<file path="config.mk">
export PLATFORM = sky130hd
export DESIGN_NAME = bus_xcvr
export DESIGN_NICKNAME = d
export VERILOG_FILES = /design/src/rtl/xcvr_pkg.sv /design/src/rtl/xcvr_edge_detect.sv /design/src/rtl/xcvr_store.sv /design/src/rtl/xcvr_path.sv /design/src/rtl/bus_xcvr.sv
export SDC_FILE = /design/constraint.sdc
export NUM_CORES = 1
export LEC_CHECK = 0
export BUFFER_PORTS_ARGS = -buffer_cell sky130_fd_sc_hd__buf_4
export CAP_MARGIN = 25
export CORE_MARGIN = 4
export CORE_UTILIZATION = 51
export DETAILED_ROUTE_END_ITERATION = 16
export PLACE_DENSITY = 0.86
export SLEW_MARGIN = 20
export SYNTH_ARGS = -nofsm -noshare
export SYNTH_HDL_FRONTEND = slang
export SYNTH_SLANG_ARGS = --single-unit
</file>
<file path="constraint.sdc">
create_clock -name clk -period 2.8 [get_ports clk]
set_input_delay 0.42 -clock clk [delete_from_list [all_inputs] [get_ports clk]]
set_output_delay 0.42 -clock clk [all_outputs]
set_load 0.05 [all_outputs]
</file>
<file path="src/rtl/xcvr_pkg.sv">
// Package: shared mode type and decode for the storing transceiver.
// Assumes the capture-strobe edge has already been detected on the system clock.
package xcvr_pkg;

    typedef enum logic [1:0] {
        MODE_PASS    = 2'd0,
        MODE_HOLD    = 2'd1,
        MODE_CAPTURE = 2'd2
    } path_mode_e;

    // Chooses the storage action for one direction in the current cycle.
    function automatic path_mode_e decode_mode(input logic le, input logic rise);
        if (le)
            return MODE_PASS;
        else if (rise)
            return MODE_CAPTURE;
        else
            return MODE_HOLD;
    endfunction

endpackage

</file>
<file path="src/rtl/xcvr_edge_detect.sv">
// Module: detects a rising level on a capture strobe sampled by the system clock.
// Assumes the strobe is already synchronous to clk. The previous-level register
// keeps sampling during reset, so a strobe that is high across reset release is
// not seen as a rising edge.
module xcvr_edge_detect (
    input  logic clk,
    input  logic strobe,
    output logic rise
);

    logic strobe_q;

    // Remember the level seen at the last system clock edge.
    always_ff @(posedge clk) begin
        strobe_q <= strobe;
    end

    // Rising edge: high now, low at the previous edge.
    always_comb begin
        rise = strobe & ~strobe_q;
    end

endmodule

</file>
<file path="src/rtl/xcvr_store.sv">
// Module: one direction's per-bit storage bank with a pass-through output mux.
// Assumes the mode is decoded from the same-cycle pass enable and edge flag.
module xcvr_store #(
    parameter int WIDTH = 18
) (
    input  logic                     clk,
    input  logic                     rst_n,
    input  xcvr_pkg::path_mode_e     mode,
    input  logic [WIDTH-1:0]         din,
    output logic [WIDTH-1:0]         dout
);
    import xcvr_pkg::*;

    genvar gi;
    generate
        for (gi = 0; gi < WIDTH; gi++) begin : g_bit
            logic cell_q;

            // Load the bit when passing or capturing; clear on reset.
            always_ff @(posedge clk) begin
                if (!rst_n)
                    cell_q <= 1'b0;
                else if (mode != MODE_HOLD)
                    cell_q <= din[gi];
            end

            // Output is the live input when passing, else the stored bit.
            always_comb begin
                dout[gi] = (mode == MODE_PASS) ? din[gi] : cell_q;
            end
        end
    endgenerate

endmodule

</file>
<file path="src/rtl/xcvr_path.sv">
// Module: a complete one-direction path made of edge detect, mode decode and storage.
// Assumes all controls are synchronous to clk.
module xcvr_path #(
    parameter int WIDTH = 18
) (
    input  logic             clk,
    input  logic             rst_n,
    input  logic             le,
    input  logic             cap,
    input  logic [WIDTH-1:0] din,
    output logic [WIDTH-1:0] dout
);
    import xcvr_pkg::*;

    logic       cap_rise;
    path_mode_e mode;

    xcvr_edge_detect u_edge (
        .clk    (clk),
        .strobe (cap),
        .rise   (cap_rise)
    );

    // Pick pass, capture or hold for this cycle.
    always_comb begin
        mode = decode_mode(le, cap_rise);
    end

    xcvr_store #(.WIDTH(WIDTH)) u_store (
        .clk   (clk),
        .rst_n (rst_n),
        .mode  (mode),
        .din   (din),
        .dout  (dout)
    );

endmodule

</file>
<file path="src/rtl/bus_xcvr.sv">
// Module: top of the two-direction storing bus transceiver.
// Assumes the buses are split into input, output and drive-enable signals
// that are resolved outside this block.
module bus_xcvr #(
    parameter int WIDTH = 18
) (
    input  logic             clk,
    input  logic             rst_n,
    input  logic [WIDTH-1:0] a_in,
    output logic [WIDTH-1:0] a_out,
    output logic             a_oe,
    input  logic [WIDTH-1:0] b_in,
    output logic [WIDTH-1:0] b_out,
    output logic             b_oe,
    input  logic             ab_oe,
    input  logic             ab_le,
    input  logic             ab_cap,
    input  logic             ba_oe_n,
    input  logic             ba_le,
    input  logic             ba_cap,
    output logic             contention
);

    xcvr_path #(.WIDTH(WIDTH)) u_ab (
        .clk   (clk),
        .rst_n (rst_n),
        .le    (ab_le),
        .cap   (ab_cap),
        .din   (a_in),
        .dout  (b_out)
    );

    xcvr_path #(.WIDTH(WIDTH)) u_ba (
        .clk   (clk),
        .rst_n (rst_n),
        .le    (ba_le),
        .cap   (ba_cap),
        .din   (b_in),
        .dout  (a_out)
    );

    // Drive enables with their opposite polarities, and the both-driving flag.
    always_comb begin
        b_oe       = ab_oe;
        a_oe       = ~ba_oe_n;
        contention = ab_oe & ~ba_oe_n;
    end

endmodule

</file>
==> out/results.ini <==
[status]
status = finished clean

[critical_path]
endpoint = a_out[5]
crit_path_end_kind = output port
timing.rr.end = u_ba.u_store.g_bit[6].cell_q
r2r_setup_slack_ns = 1.48
cp_max_fo = 19
r2r.worst_path.cells = 3
worstPathRequired_ns = 2.38
crit_type = in -> out
cp-startpoint = ba_le
rr_startpoint = u_ba.u_edge.strobe_q
cp_data_arrival_time_ns = 1.25
startpoint_type = primary input

[die]
dieHeight_um = 70.50
die_w_um = 70.50
core-area_mm2 = 0.003716
io_pins = 83
row_count = 22
die_area_mm2 = 0.004970
initial_core_util_pct = 53.60

[power]
p_leak_uw = 0.001235
power_uw = 1382
p_int_uw = 922.5
pwr-share-comb_pct = 32.2
p_seq_share_pct = 43.2
power_switching_uw = 459.3
irDropWorstVdd_mv = 0.2896
p_clk_share_pct = 24.7
sw_frac_of_total_pct = 33.24
powerDensity_mw_per_mm2 = 531.7

[yosys]
synth-compound-area-share_pct = 1.633
synth_area_leader_cell = dfxtp_1
synthCells = 205
synth-seq-cells = 38
synth_top_family_by_area = multiplexers
synth_edf_count = 0
synthesis.area_mm2 = 0.001992
yosys-top-cells-area = dfxtp_1, mux2_2, mux2i_1
syn-num-nets = 249
synthAdderAreaFrac_pct = 0
synth_cell_types = 12
yosys.area.top_type_share_pct = 38.19
synth_xor_area_share_pct = 0
ys.flop_type = dfxtp_1
ys_top_cells_by_count = nand2_1, dfxtp_1, mux2_2, mux2i_1, buf_2
avgSynthCellArea_um2 = 9.717
yosysWarnings = 0
synth_most_common_cell = nand2_1
muxShareOfSynthArea_pct = 38.44
ys_seq_area_share_pct = 38.19
async_flop_share_pct = 0
synthSimpleGateAreaFrac_pct = 13.88

[drt]
wl_um = 4052
avgViaCountPerCell = 4.957
postRouteAntennaNets = 0
drc_errors = 0
drt-initial-drc-count = 48
vias = 1611
dr.pass1.iters = 4
wire_per_inst_um = 12.47

[clock_network]
clockBufferDepth = 2
clkTransAtPathRegs_ns = 0.07
holdBufCountCts = 0
clk_latency_ns = 0.28
clk_root_buffer_cell = clkbuf_8
tritoncts = yes
cts_buffers = 5
htreeDepth = 2
cts_setup_buffers = 0
clkSinkCount = 38
post_cts_resized = 0

[sta]
fmax_ghz = 0.5973
rsz0062_at_grt = no
slew_headroom_pct = 49.46
finalSetupViolations = 0
worst_slew_pin_slew_ns = 0.7564
fin_crit_ns = 1.674
finalHoldViolCount = 0
slew_violations = 0
skew_ns = 0.002139
fin_tns_setup_ns = 0
final.period_utilization_pct = 59.79

[placement]
port_buffers = 82
place.gp.congestion = 0.6753
dpl.hpwl_um = 2981

[global_routing]
grt_pass1_vias = 1548
grt_max_degree = 73
antenna_found_initial = 0
grt_pass1_wl_um = 6775
grt.overflow.total = 0
grtUsageTotal_pct = 16.80

[worst_hold_path]
worstHoldPathType = in -> reg

[job]
maxCapViolCount = 0

[layout]
layout-drive-gt1-share_pct = 45.13
final_net_count = 321
antenna_cells = 0
synthToLayoutAreaGrowth_pct = 30.46

-- state kept, by name, summed over array words and instances, names as in the netlist --
signal,count
u_ab.u_edge.strobe_q,1
u_ab.u_store.g_bit.cell_q,18
u_ba.u_edge.strobe_q,1
u_ba.u_store.g_bit.cell_q,18
-- worst min-delay path by stage --
stage | startpoint | to | cells after the start
after global placement | u_ba.u_store.g_bit[5].cell_q | u_ba.u_store.g_bit[5].cell_q | 2
after detailed placement | u_ab.u_store.g_bit[4].cell_q | u_ab.u_store.g_bit[4].cell_q | 2
after global routing | ba_cap | u_ba.u_edge.strobe_q | 1
after CTS | ba_cap | u_ba.u_edge.strobe_q | 1
after floorplan | u_ab.u_store.g_bit[0].cell_q | u_ab.u_store.g_bit[0].cell_q | 2
final | ba_cap | u_ba.u_edge.strobe_q | 1
-- cell type report --
type,instances,area [um^2]
Clock buffer,7,76.32
Fill cell,311,1117
Inverter,3,11.26
Multi-Input combinational cell,147,1075
Sequential cell,38,760.7
Tap cell,48,60.06
Timing Repair Buffer,82,615.6
-- power groups by stage --
stage	combinational [uW]	sequential, uW	clock (uW)
after floorplan	329	603	0
after global placement	441	607	0
after detailed placement	448	608	0
after CTS	449	596	351
after global routing	473	601	371
final	444	596	341
-- per-stage QoR --
stage / hold slack [ns] / setup WS [ns] / instances / cell area [um^2] / util, %
finish: 0.2644 / 1.126 / 325 / 2599 / 69.93
global route: 0.2543 / 1.092 / 325 / 2599 / 69.93
CTS: 0.2590 / 1.116 / 325 / 2599 / 69.93
detailed placement: 0.4541 / 1.119 / 318 / 2522 / 67.88
global placement: 0.4434 / 1.123 / 318 / 2522 / 67.88
floorplan: 0.4355 / 1.206 / 205 / 1992 / -
-- layout by cell type, fill, tap and decap left out, drive strengths merged --
master	synthesis	layout
nor2b	1	1
clkbuf	2	7
mux2	36	36
a21oi	2	2
buf	15	82
dfxtp	38	38
nand2	72	72
inv	3	3
mux2i	36	36
-- worst max-delay path: stages --
cell and delay (ns):
buf_4 0.26, mux2_2 0.38, buf_4 0.19
-- kinds of logic after synthesis --
logic type / after synthesis
muxes: 72
DFF: 38
and+or+nand+nor: 73
AOI/OAI and AO/OA: 2
buffers and inverters: 20
-- layer usage --
| metal | routed length [um] | GRT usage, % | share of wire [%] | vias up |
|---|---|---|---|---|
| met5 | 0 | 0 | 0 | - |
| met4 | 43 | 5.532 | 1.1 | 0 |
| met3 | 298 | 5.468 | 7.4 | 7 |
| met2 | 2115 | 30.46 | 52 | 48 |
| met1 | 1596 | 18.15 | 39 | 738 |
| li1 | - | - | - | 818 |
No activity file was read; power rests on OpenSTA's default activity.
